===== src/rtl/i2c_bit_engine_pkg.sv =====
// Shared types for the I2C bit-timing engine.
package i2c_bit_engine_pkg;

    typedef enum logic [1:0] {
        OP_START = 2'd0,
        OP_STOP  = 2'd1,
        OP_WRITE = 2'd2,
        OP_READ  = 2'd3
    } op_e;

    typedef enum logic [3:0] {
        ST_IDLE_WAIT,
        ST_FREE,
        ST_COND_HOLD,
        ST_OWNED,
        ST_DATA_DLY,
        ST_LOW_REST,
        ST_WAIT_RISE,
        ST_HIGH,
        ST_COND_SETUP
    } state_e;

    typedef enum logic [2:0] {
        SP_IDLE,
        SP_EDGE,
        SP_DATA,
        SP_LOREST,
        SP_HIGH
    } span_e;

endpackage


===== src/rtl/i2c_bt_span.sv =====
// Span selector: turns the timing field chosen by the sequencer into the
// last count value of a phase, (base << prescale) - 1.
// Assumes the low field exceeds the data-valid field (checked by software).
module i2c_bt_span
    import i2c_bit_engine_pkg::*;
#(
    parameter int FIELD_W = 8,
    parameter int IDLE_W  = 12,
    parameter int PRE_W   = 3,
    parameter int CNT_W   = 20
) (
    input  span_e              sel,
    input  logic [PRE_W-1:0]   pre,
    input  logic [FIELD_W-1:0] f_lo,
    input  logic [FIELD_W-1:0] f_hi,
    input  logic [FIELD_W-1:0] f_edge,
    input  logic [FIELD_W-1:0] f_dly,
    input  logic [IDLE_W-1:0]  f_idle,
    output logic [CNT_W-1:0]   last
);
    logic [CNT_W-1:0] base;

    // Unscaled length of the selected phase.
    always_comb begin
        unique case (sel)
            SP_IDLE:   base = CNT_W'(f_idle) + CNT_W'(1);
            SP_EDGE:   base = CNT_W'(f_edge) + CNT_W'(1);
            SP_DATA:   base = CNT_W'(f_dly) + CNT_W'(1);
            SP_LOREST: base = CNT_W'(f_lo) - CNT_W'(f_dly);
            default:   base = CNT_W'(f_hi) + CNT_W'(1);
        endcase
    end

    // Scale by the shared prescaler and convert to a terminal count.
    always_comb last = (base << pre) - CNT_W'(1);
endmodule


===== src/rtl/i2c_bt_phase_cnt.sv =====
// Phase counter: counts clock edges within one sequencer phase and flags the
// cycle in which the terminal count is reached. Restart has priority.
module i2c_bt_phase_cnt #(
    parameter int CNT_W = 20
) (
    input  logic             clk,
    input  logic             rst_n,
    input  logic             restart,
    input  logic             run,
    input  logic [CNT_W-1:0] last,
    output logic             hit
);
    logic [CNT_W-1:0] cnt;

    // Count up while running; clear at every phase change.
    always_ff @(posedge clk) begin
        if (!rst_n || restart) cnt <= '0;
        else if (run && cnt != last) cnt <= cnt + CNT_W'(1);
    end

    // Terminal-count flag for the sequencer.
    always_comb hit = (cnt == last);
endmodule


===== src/rtl/i2c_bit_engine.sv =====
// I2C master bit-timing engine. Sequences START, repeated START, STOP and
// single data bits with prescaled timing, drives open-drain enables and
// samples SDA at the observed SCL rise. Assumes filtered line inputs and
// timing fields held stable while the bus is owned.
module i2c_bit_engine
    import i2c_bit_engine_pkg::*;
#(
    parameter int FIELD_W = 8,
    parameter int IDLE_W  = 12,
    parameter int PRE_W   = 3
) (
    input  logic               clk,
    input  logic               rst_n,
    input  logic [PRE_W-1:0]   cfg_prescale,
    input  logic [FIELD_W-1:0] cfg_scl_lo,
    input  logic [FIELD_W-1:0] cfg_scl_hi,
    input  logic [FIELD_W-1:0] cfg_edge_hold,
    input  logic [FIELD_W-1:0] cfg_data_dly,
    input  logic [IDLE_W-1:0]  cfg_idle,
    input  logic               cmd_valid,
    input  logic [1:0]         cmd_op,
    input  logic               cmd_bit,
    output logic               cmd_ready,
    input  logic               scl_in,
    input  logic               sda_in,
    output logic               scl_oe,
    output logic               sda_oe,
    output logic               rx_bit,
    output logic               bit_done,
    output logic               busy
);
    localparam int MAX_SHIFT = (1 << PRE_W) - 1;
    localparam int BASE_W    = ((IDLE_W > FIELD_W) ? IDLE_W : FIELD_W) + 1;
    localparam int CNT_W     = BASE_W + MAX_SHIFT;

    state_e           state, state_d;
    span_e            span_sel;
    op_e              op_q;
    logic             bit_q;
    logic             phase_hit;
    logic             restart;
    logic             timed;
    logic             lines_hi;
    logic             drive_val;
    logic [CNT_W-1:0] span_last;

    assign lines_hi = scl_in && sda_in;

    // Next-state logic and span selection for the active phase.
    always_comb begin
        state_d  = state;
        span_sel = SP_HIGH;
        timed    = 1'b1;
        unique case (state)
            ST_IDLE_WAIT: begin
                span_sel = SP_IDLE;
                if (lines_hi && phase_hit) state_d = ST_FREE;
            end
            ST_FREE: begin
                timed = 1'b0;
                if (cmd_valid && op_e'(cmd_op) == OP_START) state_d = ST_COND_HOLD;
            end
            ST_COND_HOLD: begin
                span_sel = SP_EDGE;
                if (phase_hit) state_d = ST_OWNED;
            end
            ST_OWNED: begin
                timed = 1'b0;
                if (cmd_valid) state_d = ST_DATA_DLY;
            end
            ST_DATA_DLY: begin
                span_sel = SP_DATA;
                if (phase_hit) state_d = ST_LOW_REST;
            end
            ST_LOW_REST: begin
                span_sel = SP_LOREST;
                if (phase_hit) state_d = ST_WAIT_RISE;
            end
            ST_WAIT_RISE: begin
                timed = 1'b0;
                if (scl_in)
                    state_d = (op_q == OP_WRITE || op_q == OP_READ) ? ST_HIGH : ST_COND_SETUP;
            end
            ST_HIGH: begin
                span_sel = SP_HIGH;
                if (phase_hit) state_d = ST_OWNED;
            end
            default: begin
                span_sel = SP_EDGE;
                if (phase_hit) state_d = (op_q == OP_START) ? ST_COND_HOLD : ST_IDLE_WAIT;
            end
        endcase
    end

    // Phase change or a low line during the idle wait restarts the count.
    always_comb restart = (state_d != state) || (state == ST_IDLE_WAIT && !lines_hi);

    // SDA level requested at the end of the data-valid delay.
    always_comb begin
        unique case (op_q)
            OP_START: drive_val = 1'b0;
            OP_STOP:  drive_val = 1'b1;
            OP_WRITE: drive_val = !bit_q;
            default:  drive_val = 1'b0;
        endcase
    end

    i2c_bt_span #(
        .FIELD_W(FIELD_W), .IDLE_W(IDLE_W), .PRE_W(PRE_W), .CNT_W(CNT_W)
    ) u_span (
        .sel(span_sel), .pre(cfg_prescale), .f_lo(cfg_scl_lo), .f_hi(cfg_scl_hi),
        .f_edge(cfg_edge_hold), .f_dly(cfg_data_dly), .f_idle(cfg_idle), .last(span_last)
    );

    i2c_bt_phase_cnt #(.CNT_W(CNT_W)) u_cnt (
        .clk(clk), .rst_n(rst_n), .restart(restart), .run(timed),
        .last(span_last), .hit(phase_hit)
    );

    // State register and line/strobe updates made on entry to each phase.
    always_ff @(posedge clk) begin
        if (!rst_n) begin
            state    <= ST_IDLE_WAIT;
            op_q     <= OP_START;
            bit_q    <= 1'b0;
            scl_oe   <= 1'b0;
            sda_oe   <= 1'b0;
            rx_bit   <= 1'b0;
            bit_done <= 1'b0;
        end else begin
            state    <= state_d;
            bit_done <= 1'b0;
            if (state_d != state) begin
                unique case (state_d)
                    ST_COND_HOLD: begin
                        sda_oe <= 1'b1;
                        op_q   <= OP_START;
                    end
                    ST_OWNED: begin
                        scl_oe <= 1'b1;
                        if (state == ST_HIGH) bit_done <= 1'b1;
                    end
                    ST_DATA_DLY: begin
                        op_q  <= op_e'(cmd_op);
                        bit_q <= cmd_bit;
                    end
                    ST_LOW_REST:  sda_oe <= drive_val;
                    ST_WAIT_RISE: scl_oe <= 1'b0;
                    ST_HIGH:      rx_bit <= sda_in;
                    ST_IDLE_WAIT: sda_oe <= 1'b0;
                    default: ;
                endcase
            end
        end
    end

    // Handshake and ownership flags decoded from the state register.
    always_comb begin
        cmd_ready = (state == ST_FREE) || (state == ST_OWNED);
        busy      = (state != ST_FREE);
    end
endmodule


===== config.mk =====
export PLATFORM = sky130hd
export DESIGN_NAME = i2c_bit_engine
export DESIGN_NICKNAME = d
export VERILOG_FILES = /design/src/rtl/i2c_bit_engine_pkg.sv /design/src/rtl/i2c_bt_span.sv /design/src/rtl/i2c_bt_phase_cnt.sv /design/src/rtl/i2c_bit_engine.sv
export SDC_FILE = /design/constraint.sdc
export NUM_CORES = 1
export LEC_CHECK = 0
export BUFFER_PORTS_ARGS = -buffer_cell sky130_fd_sc_hd__clkbuf_2
export CAP_MARGIN = 25
export CORE_ASPECT_RATIO = 1.5
export CORE_MARGIN = 3
export CORE_UTILIZATION = 44
export CTS_CLUSTER_DIAMETER = 60
export DETAILED_ROUTE_END_ITERATION = 16
export GPL_TIMING_DRIVEN = 1
export SKIP_CTS_REPAIR_TIMING = 1
export SYNTH_ARGS = -nofsm -noshare
export SYNTH_HDL_FRONTEND = slang
export SYNTH_SLANG_ARGS = --single-unit
export TNS_END_PERCENT = 1

===== constraint.sdc =====
create_clock -name clk -period 8.5 [get_ports clk]
set_clock_uncertainty 0.2 [all_clocks]
set_input_delay 0.425 -clock clk [delete_from_list [all_inputs] [get_ports clk]]
set_output_delay 0.425 -clock clk [all_outputs]
set_load 0.02 [all_outputs]

==> results of run 1 <==
per-stage QoR:
step | hold slack, ns | util (%) | area (µm²)
finish | 0.184 | 50.5 | 5380
global route | 0.201 | 50.5 | 5380
CTS | 0.183 | 50.1 | 5340
detailed placement | 0.267 | 48.5 | 5160
global placement | 0.256 | 48.4 | 5160
floorplan | 0.244 | - | 4820
layout by cell type (no fill, tap or decap), types with 6 or more instances in the layout:
cell type and instances:
and3_1 12, ha_1 15, nor3_1 10, nor2b_1 8
and2_1 8, o211ai_1 15, o31ai_1 7, clkbuf_2 60
or3_1 6, nand4_1 20, dfxtp_1 31, xnor2_1 33
nand2b_1 8, xor2_1 15, o21ai_0 27, a21oi_1 35
mux2i_1 15, or2_2 6, inv_1 27, a211oi_1 6
a31oi_1 10, a21boi_0 7, nand3_1 33, nor2_1 69
o21a_1 7, a21o_1 8, nand2_1 74
where the power goes:
group          switching (mW)  total (mW)  internal, mW
Clock                  0.0673       0.213         0.146
Combinational           0.101       0.169        0.0675
Sequential           0.000338       0.146         0.146
Total                   0.169       0.528         0.359
path summary, 6_finish.rpt:
check                              start            end  slack (ns)
worst max register to register  state[1]  u_cnt.cnt[16]        1.13
worst min-delay path             cmd_bit          bit_q        0.18
worst min register to register    rx_bit         rx_bit        0.27
worst max-delay path            state[1]  u_cnt.cnt[16]        1.13
cells by family after synthesis:
logic type | Yosys count
compound gates | 202
buf+inv | 69
mux | 17
flops | 31
fa+ha+maj | 16
simple gates | 302
xor+xnor | 48
worst max-delay path, cell delays in order, from the launching register on:
cell            delay (ns)
dfxtp_1               0.84
nor3b_1               0.34
a311oi_1              0.60
nand2_1               0.11
ha_1                  0.34
o22ai_1               0.22
a2111oi_0             0.13
dlymetal6s2s_1        0.23
a21o_1                0.19
nand2_1               0.06
ha_1                  0.28
nand2_1               0.07
a221oi_1              0.27
a32oi_1               0.17
a21oi_1               0.31
nand3_2               0.17
mux2i_1               0.15
or3_1                 0.32
nor4_2                0.25
or4b_1                0.66
mux2i_1               0.19
nor2_1                0.25
nand3_1               0.59
a21oi_1               0.33
routing by layer:
metal,wire length [µm],GRT usage (%),vias to the layer above
met5,0,0,-
li1,-,-,2652
met3,771,2.86,49
met1,6230,27.8,2560
met2,8090,46.0,215
met4,647,12.2,0
area by class of cell:
class,instances,area (µm²),share of cell area (%)
Multi-Input combinational cell,585,3920,72.9
Sequential cell,31,621,11.5
Timing Repair Buffer,67,378,7.03
Tap cell,144,180,3.35
Clock buffer,6,139,2.58
Inverter,28,105,1.95
Clock inverter,2,35.0,0.651
state kept, by name (all words and copies together) (netlist names):
signal,cells
bit_done,1
bit_q,1
op_q,2
rx_bit,1
scl_oe,1
sda_oe,1
state,4
u_cnt.cnt,20
==> run summary, run 1 <==
Status: finished clean
Nets: 789
Dominant synthesized flop cell: dfxtp_1
Synth Register Bits: 31
Hpwl dp: 12300 µm
Htree depth: 2
Deepest clock path buffer count: 2
Initial Util: 45.3%
Vias: 5476
GRT overflow: 0
Synth area leader: dfxtp_1
Critical Path Sink Type: flop
CP required: 8.49 ns
Most common cell in the netlist: nand2_1
Worst IR Drop VDD: 0.136 mV
Fraction of registers with async set/reset: 0%
Mapped Cells: 685
DP Cell Count: 853
Critical path class: flop to flop
Row count: 46
Hold Vio Cnt, Final: 0
Post-Syn Area: 0.00482 mm²
Setup TNS: 0 ns
Height of the chip: 134 µm
Final worst slack: 1.13 ns
Synth cell count leaders: 74 x nand2_1, 69 x nor2_1, 35 x a21oi_1
FILL cells: 1060
Least-Margin Pin Slew: 1.00 ns
Iteration-0 DRC Markers: 340
Clk slew on worst S/H paths: 0.05 ns
Synth Area in Simple Gates: 33.8%
Largest family of logic cells by synthesized area: simple AND/OR/NAND/NOR gates
PnR Total Power: 0.528 mW
Multiplexer share of the synthesized area: 3.82%
Total track usage: 24.9%
Crit start category: flop
Ports: 61
Yosys warning total: 0
Clock Sink Count: 31
Final period utilization: 86.7%
CTS tree: done
Worst Hold Class: primary input to flop
Total Wirelength: 15700 µm
Setup WS pre-CTS: 0.694 ns
First-pass GRT wire length: 25400 µm
Final std cells w/o fill: 863
Detailed Routing Iterations Pass 1: 5
RSZ-0062 raised after global routing: false
Xor/xnor share of the synthesized area: 8.72%
Compound-gate portion of the synthesized area: 30.7%
Worst hold path cell count: 3
Vias in the first global route: 5279
Wire length per cell: 18.2 µm
Max-cap check violation count: 0
Area growth from synthesis to layout: 11.5%
Synth cell types: 90
Count of pins over their slew limit: 0
Share of the synthesized area in the top cell type: 12.9%
CP arrival: 7.36 ns
Final min period: 7.37 ns
Clock root cell: clkbuf_16
Worst-path fanout max: 22
PortBufs: 60
Sequential area share after synthesis: 12.9%
Total core area: 0.0106 mm²
P_leak: 2.05 nW
R2R cell count: 23
PwrDens: 98.1 mW/mm²
Post-Syn Nets: 756
Post-Synth Adder-Cell Area: 4.31%
Remaining DRCs: 0
Die width: 91.5 µm
Max-slew headroom: 33.1%
Largest net degree at the start of global routing: 37
# setup viols final: 0
Clk Latency, worst-skew pair: 0.28 ns
Via-to-Cell Ratio: 6.35
Max Clk Rate: 136 MHz
GPL Wtd Cong: 0.875
Antenna violations before repair: 0
Post-Syn Area per Cell: 7.04 µm²
Antenna diode count: 0
Share of layout cells above drive strength 1: 13.9%
Die ar.: 0.0123 mm²
Antenna Violating Nets Remaining: 0
Most area-consuming cells after synthesis: dfxtp_1 13%, xnor2_1 6.0%, nand2_1 5.8%, nor2_1 5.4%, ha_1 3.9%
EDFF count, synth: 0
Cts bufs inserted: 5
Power figures use the tool's default switching activity.
==> run 2: changes to the inputs <==
ABC_AREA = 1   (was unset)
CORE_MARGIN = unset   (was 3)
==> run 2 against run 1 <==
Net effect:
- sequential power about the same
- flip-flop and latch count unchanged
- combinational power about the same
- synthesized area up 2.1%
- non-clock buffer count down 7
- cell count up 22%
- design area up 1.0%
- clock power down 18%
- die area down 5.4%
- global-route usage up 0.77 points
- setup slack better by 2.2 ns
- via count up 0.35%
- largest cell class unchanged
- highest routed layer unchanged
==> run summary, run 2 <==
DP Area: 0.00529 mm² (+2.4%)
CP startpoint: state[3]
GRT overflow: 0 (unchanged)
Largest net degree at the start of global routing: 23 (-38%)
Worst IR Drop VDD: 0.0711 mV (-48%)
CP dominant cell by count: nand3_2
Share of the synthesized area in the top cell type: 17.6% (+4.8 points)
Xor/xnor share of the synthesized area: 1.78% (-6.9 points)
FF-to-FF setup slack: 3.38 ns (+2.25 ns)
Total core area: 0.0107 mm² (+0.54%)
Yosys warning total: 0 (unchanged)
Max Clk Rate: 195 MHz (+44%)
# setup viols final: 0 (unchanged)
GPL Wtd Cong: 0.907 (+3.7%)
Clk slew on worst S/H paths: 0.05 ns (about the same)
PortBufs: 60 (unchanged)
Row count: 46 (unchanged)
Worst hold path cell count: 3 (unchanged)
Total track usage: 25.7% (+0.77 points)
Hold Vio Cnt, Final: 0 (unchanged)
Area growth from synthesis to layout: 10.4%
CP required: 8.43 ns (-0.06 ns)
Compound-gate portion of the synthesized area: 8.72% (-22 points)
Remaining DRCs: 0 (unchanged)
Worst path slowest cell: dfxtp_1
Hpwl dp: 12000 µm (-2.3%)
Iteration-0 DRC Markers: 265 (-22%)
R2R cell count: 31 (+35%)
Post-Synth Adder-Cell Area: 4.22% (-0.087 points)
First-pass GRT wire length: 23800 µm (-6.4%)
Top reg by flops: u_cnt.cnt
Hold Startpoint: cmd_bit
Vias in the first global route: 5161 (-2.2%)
Synth cell count leaders: 231 x nand2_1, 143 x nand3_1, 116 x inv_1
Synth area leader: nand2_1
P_leak: 2.71 nW (+33%)
Post-Syn Area per Cell: 5.73 µm² (-19%)
Status: finished clean
Largest register FFs: 20 (unchanged)
Mapped Cells: 859 (+25%)
Critical path class: flop to flop
Die ar.: 0.0116 mm² (-5.4%)
CP top delay family: simple AND/OR/NAND/NOR gates
Detailed Routing Iterations Pass 1: 5 (unchanged)
Int Power: 0.316 mW (-12%)
RSZ-0062 raised after global routing: false
Most frequent cells in the layout: 231 x nand2_1, 143 x nand3_1, 116 x inv_1
Synth Area in Simple Gates: 60.0% (+26 points)
Crit-path max cell delay: 0.56 ns (-0.28 ns)
Clock root cell: clkbuf_16
Final min period: 5.12 ns (-2.25 ns)
Htree depth: 2 (unchanged)
Multiplexer share of the synthesized area: 0% (-3.8 points)
Share of layout cells above drive strength 1: 18.8% (+4.9 points)
Commonest non-fill, non-tap cell in the layout: nand2_1
Post-Syn Nets: 930 (+23%)
CP arrival: 5.05 ns (-2.31 ns)
PnR Total Power: 0.487 mW (-7.7%)
Max-slew headroom: 53.5% (+20 points)
Clock power frac: 35.7% (-4.7 points)
Final std cells w/o fill: 1054 (+22%)
Nets: 981 (+24%)
Height of the chip: 132 µm (-2.0%)
NetSw: 0.171 mW (+1.2%)
Die width: 88.3 µm (-3.4%)
Clock Sink Count: 31 (unchanged)
Worst r2r dst: u_cnt.cnt[3]
Deepest clock path buffer count: 2 (unchanged)
Post-Syn Area: 0.00492 mm² (+2.1%)
Most common cell in the netlist: nand2_1
RR Startpoint: state[3]
Antenna violations before repair: 0 (unchanged)
Total Wirelength: 14200 µm (-9.6%)
Antenna diode count: 0 (unchanged)
Ports: 61 (unchanged)
Hold EP: bit_q
Combinational power share: 34.3% (+2.3 points)
Sequential area share after synthesis: 12.6% (-0.26 points)
Design area: 0.00543 mm² (+1.0%)
Max-cap check violation count: 0 (unchanged)
Sw Ratio: 35.1% (+3.1 points)
Least-Margin Pin Slew: 0.697 ns (-0.304 ns)
Largest regs: u_cnt.cnt (20), state (4), op_q (2)
Initial Util: 46.0% (+0.68 points)
Sequential share of power: 30.0% (+2.3 points)
Synth cell types: 50 (-44%)
Antenna Violating Nets Remaining: 0 (unchanged)
Via-to-Cell Ratio: 5.21 (-18%)
Cts bufs inserted: 5 (unchanged)
Crit start category: flop
Clk Latency, worst-skew pair: 0.27 ns (about the same)
Wire length per cell: 13.5 µm (-26%)
CTS tree: done
Count of pins over their slew limit: 0 (unchanged)
Worst-path fanout max: 20 (-9.1%)
WHS: 0.194 ns (+0.0104 ns)
PwrDens: 89.7 mW/mm² (-8.6%)
CP Buf/Inv Count: 2 (+1)
Worst Hold Class: primary input to flop
Dominant synthesized flop cell: dfxtp_1
Fraction of registers with async set/reset: 0% (unchanged)
Critical Path Sink Type: flop
Setup TNS: 0 ns (unchanged)
Largest family of logic cells by synthesized area: simple AND/OR/NAND/NOR gates
Vias: 5495 (+0.35%)
DP Cell Count: 1047 (+23%)
Final period utilization: 60.3% (-26 points)
Synth Register Bits: 31 (unchanged)
EDFF count, synth: 0 (unchanged)
Most area-consuming cells after synthesis: nand2_1 18%, nand3_1 15%, dfxtp_1 13%, inv_1 8.9%, nor2_1 5.8%
==> run 2: changes by cell type in the layout (fill, tap and decap cells not counted), moves of 12 or more <==
cell,delta
nand2_1,+157
nand3_1,+110
inv_1,+89
xnor2_1,-32
nand3_2,+21
nand2_2,+18
mux2i_1,-15
and3_1,-12
inv_2,+12
o211ai_1,-12
==> run 2: worst max-delay path by stage <==
stage | endpoint | slack (ns) | depth (start not counted)
4_1_cts | u_cnt.cnt[3] | 3.38 | 31
3_5_place_dp | u_cnt.cnt[3] | 3.37 | 32
2_1_floorplan | scl_oe | 4.48 | 30
5_1_grt | u_cnt.cnt[10] | 2.89 | 31
3_3_place_gp | u_cnt.cnt[12] | 3.47 | 30
6_report | u_cnt.cnt[3] | 3.38 | 31
==> run 2: final cells by class <==
cell class / count / area, µm²
tap: 144 / 180
inverter: 133 / 509
fill: 1207 / 5270
multi-input combinational: 679 / 3680
clock buffer: 6 / 139
sequential: 31 / 621
clock inverter: 1 / 5.00
timing repair buffer: 60 / 300
==> run 2: metrics by stage <==
stage	worst slack [ns]	utilization, %
after floorplan	4.48	-
after global placement	3.47	49.4
after detailed placement	3.37	49.4
after CTS	3.38	50.7
after global routing	2.89	50.7
final	3.38	50.7
==> run 2: worst register-to-register path, delay by kind of cell, from the launching register on <==
kind	cells	cell delay, ns
flip-flops	1	0.56
AO/OA/AOI/OAI	2	0.17
AND/OR/NAND/NOR	26	3.58
buffers and inverters	2	0.19
adder cells (fa/ha/maj)	1	0.29
==> run 2: kinds of logic (layout without fill, tap and decap cells) <==
logic type | count (synthesis) | after routing
and+or+nand+nor | 576 | 576
xor gates and xnor gates | 10 | 10
adders and majority gates | 16 | 16
AOI/OAI and AO/OA | 77 | 77
DFF | 31 | 31
buffers and inverters | 149 | 200
==> run 2: per-layer routing <==
layer / GRT usage (%) / vias to the layer above / wire [µm]
li1: - / 2911 / -
met4: 12.5 / 0 / 798
met1: 29.1 / 2411 / 5730
met2: 44.7 / 130 / 7120
met3: 4.77 / 43 / 588
met5: 0 / - / 0
==> run 2: power by group through the flow <==
stage | registers (mW) | clock network, mW | logic, mW
2_1_floorplan | 0.149 | 0 | 0.124
3_3_place_gp | 0.149 | 0 | 0.164
3_5_place_dp | 0.149 | 0 | 0.165
4_1_cts | 0.146 | 0.179 | 0.166
5_1_grt | 0.146 | 0.184 | 0.191
6_report | 0.146 | 0.174 | 0.167
==> run 3: changes to the inputs <==
ABC_AREA = 0   (was 1)
PLACE_DENSITY = 0.66   (was unset)
clock period = 4.47 ns   (was 8.5 ns; I/O delays follow)
==> run 3 against run 2 <==
Net effect:
- the run now ends with hold timing, setup timing left
- fmax shrank 8.3%
- via count increased by 15%
- critical path depth fell by 12
- hold slack worse by 0.19 ns
- die area shrank 2.0%
- non-clock buffer count increased by 189
- clock power up 85%
- design area is 30% higher
- largest power group is now combinational cells
==> run summary, run 3 (same netlist as run 1, synthesis figures left out) <==
Status: finished, violations left
Failing checks: hold timing, setup timing
FILL cells: 925 (-23%)
Clock Sink Count: 31 (unchanged)
FF-to-FF setup slack: -1.12 ns (-4.50 ns)
Least-Margin Pin Slew: 0.554 ns (-0.143 ns)
Antenna diode count: 0 (unchanged)
Height of the chip: 130 µm (-0.99%)
Crit start category: flop
Worst-path fanout max: 6 (-70%)
Largest register FFs: 20 (unchanged)
Max Clk Rate: 179 MHz (-8.3%)
Most frequent cells in the layout: 182 x buf_4, 73 x nand2_1, 67 x nor2_1
Total track usage: 31.7% (+6.0 points)
PwrDens: 152 mW/mm² (+69%)
Critical Path Sink Type: flop
Deepest clock path buffer count: 2 (unchanged)
Share of layout cells above drive strength 1: 36.6% (+18 points)
Cts bufs inserted: 5 (unchanged)
Largest net degree at the start of global routing: 21 (-8.7%)
Remaining DRCs: 0 (unchanged)
Clk Latency, worst-skew pair: 0.28 ns (about the same)
Final period utilization: 125% (+65 points)
CP Cell Sequence: or3b_4 -> o311a_4 -> o2bb2ai_4 -> buf_6 -> nor4_4 -> mux2i_2 -> o32ai_2 -> mux4_2 -> and3b_2 -> buf_4 -> and2_4 -> or2_0 -> a21oi_1 -> o22ai_2 -> or4b_4 -> mux2i_4 -> nor2_2 -> or3b_1 -> a41o_1
Die ar.: 0.0114 mm² (-2.0%)
Antenna violations before repair: 0 (unchanged)
Iteration-0 DRC Markers: 437 (+65%)
Final worst slack: -1.12 ns (-4.50 ns)
PortBufs: 60 (unchanged)
CTS tree: done
Total Wirelength: 18200 µm (+28%)
Die width: 87.5 µm (-0.98%)
Worst IR Drop VDD: 0.271 mV (+280%)
Ports: 61 (unchanged)
Worst Hold Class: primary input to flop
Sw Ratio: 33.9% (-1.2 points)
Row count: 46 (unchanged)
Initial Util: 45.5% (-0.43 points)
Nets: 971 (-1.0%)
RSZ-0062 raised after global routing: true
Top reg by flops: u_cnt.cnt
Clock power frac: 30.0% (-5.7 points)
Hold Vio Cnt, Final: 1 (+1)
Hpwl dp: 14400 µm (+20%)
DP Cell Count: 1028 (-1.8%)
Worst r2r dst: op_q[1]
Final min period: 5.59 ns (+0.466 ns)
CP required: 4.44 ns (-3.99 ns)
Vias in the first global route: 6230 (+21%)
Crit-path max cell delay: 0.58 ns (+0.02 ns)
Total core area: 0.0106 mm² (-1.1%)
R2R cell count: 19 (-39%)
Sequential share of power: 25.9% (-4.1 points)
Detailed Routing Iterations Pass 1: 6 (+1)
RR Startpoint: state[2]
Count of pins over their slew limit: 0 (unchanged)
Max-slew headroom: 62.1% (+8.6 points)
NetSw: 0.364 mW (+110%)
Commonest non-fill, non-tap cell in the layout: buf_4
Register area: 627 µm² (+1.0%)
Design area: 0.00707 mm² (+30%)
P_leak: 2.99 nW (+10%)
Via-to-Cell Ratio: 6.04 (+16%)
Max-cap check violation count: 0 (unchanged)
GRT overflow: 0 (unchanged)
Final std cells w/o fill: 1045 (-0.85%)
Hold Startpoint: sda_in
GPL Wtd Cong: 0.904 (-0.35%)
CP arrival: 5.56 ns (+0.51 ns)
CP Buf/Inv Count: 2 (unchanged)
Antenna Violating Nets Remaining: 0 (unchanged)
Largest regs: u_cnt.cnt (20), state (4), op_q (2)
Worst hold path cell count: 3 (unchanged)
# setup viols final: 29 (+29)
Area of the multi-input gates: 0.00426 mm² (+16%)
WHS: -0.000692 ns (-0.195 ns)
CP top delay family: simple AND/OR/NAND/NOR gates
Clk slew on worst S/H paths: 0.05 ns (about the same)
Vias: 6310 (+15%)
First-pass GRT wire length: 28400 µm (+20%)
Wire length per cell: 17.4 µm (+29%)
DP Area: 0.00656 mm² (+24%)
Int Power: 0.708 mW (+120%)
Critical path class: flop to flop
Hold EP: rx_bit
Area growth from synthesis to layout: 46.7%
Clock root cell: clkbuf_16
PnR Total Power: 1.07 mW (+120%)
Worst path slowest cell: or4b_4
Htree depth: 2 (unchanged)
Combinational power share: 44.1% (+9.8 points)
-- run 3: changes by cell type in the layout (fill, tap and decap cells not counted), moves of 8 or more --
cell      previous run  this run
o211ai_1             3        15
nor2b_1              0         8
nand2_1            231        73
nand2_4              9         0
buf_4                0       182
inv_2               12         0
xnor2_1              1        31
nor2_1              76        67
mux2i_1              0        12
nand3_1            143        32
nand2_2             18         1
nand3_2             22         0
and3_1               0        12
inv_1              116        27
-- run 3: worst register-to-register path: stages (launching register included) --
cell	delay (ns)
dfxtp_4	0.37
or3b_4	0.45
o311a_4	0.35
o2bb2ai_4	0.18
buf_6	0.15
nor4_4	0.29
mux2i_2	0.34
o32ai_2	0.14
mux4_2	0.51
and3b_2	0.28
buf_4	0.16
and2_4	0.15
or2_0	0.20
a21oi_1	0.16
o22ai_2	0.12
or4b_4	0.58
mux2i_4	0.22
nor2_2	0.06
or3b_1	0.40
a41o_1	0.19
-- run 3: worst max path at each step --
stage	from	to	depth (start not counted)
floorplan	state[3]	op_q[1]	21
global placement	state[2]	op_q[1]	17
detailed placement	state[2]	op_q[1]	17
CTS	state[2]	op_q[1]	17
global route	state[1]	u_cnt.cnt[8]	25
finish	state[2]	op_q[1]	19
-- run 3: stage by stage --
stage          utilization, %  setup slack (ns)  setup TNS (ns)
2_1_floorplan               -            -0.869          -19.71
3_3_place_gp             61.9             -1.23          -32.73
3_5_place_dp             61.9             -1.30          -35.26
4_1_cts                  63.2             -1.37          -36.79
5_1_grt                  66.8             -1.31          -35.53
6_report                 66.8             -1.12          -29.67
-- run 3: layout make-up --
cell class / instances / area share [%]
flip-flops and latches: 31 / 8.86
inverters: 28 / 1.50
clock buffers: 5 / 1.77
clock inverters: 3 / 0.212
multi-input cells: 585 / 60.3
repair buffers: 249 / 24.8
well taps: 144 / 2.55
-- run 3: routing by layer --
layer	part of all wire (%)	global-route usage, %
met5	0	0
met4	5.8	20.5
met3	4.2	4.62
met2	52	59.4
met1	38	32.1
-- run 3: power by group through the flow --
| stage | registers (mW) | clock network (mW) | logic, mW |
|---|---|---|---|
| after global placement | 0.283 | 0 | 0.417 |
| after floorplan | 0.283 | 0 | 0.232 |
| after CTS | 0.278 | 0.329 | 0.432 |
| after global routing | 0.277 | 0.341 | 0.510 |
| final | 0.277 | 0.322 | 0.473 |
| after detailed placement | 0.284 | 0 | 0.428 |
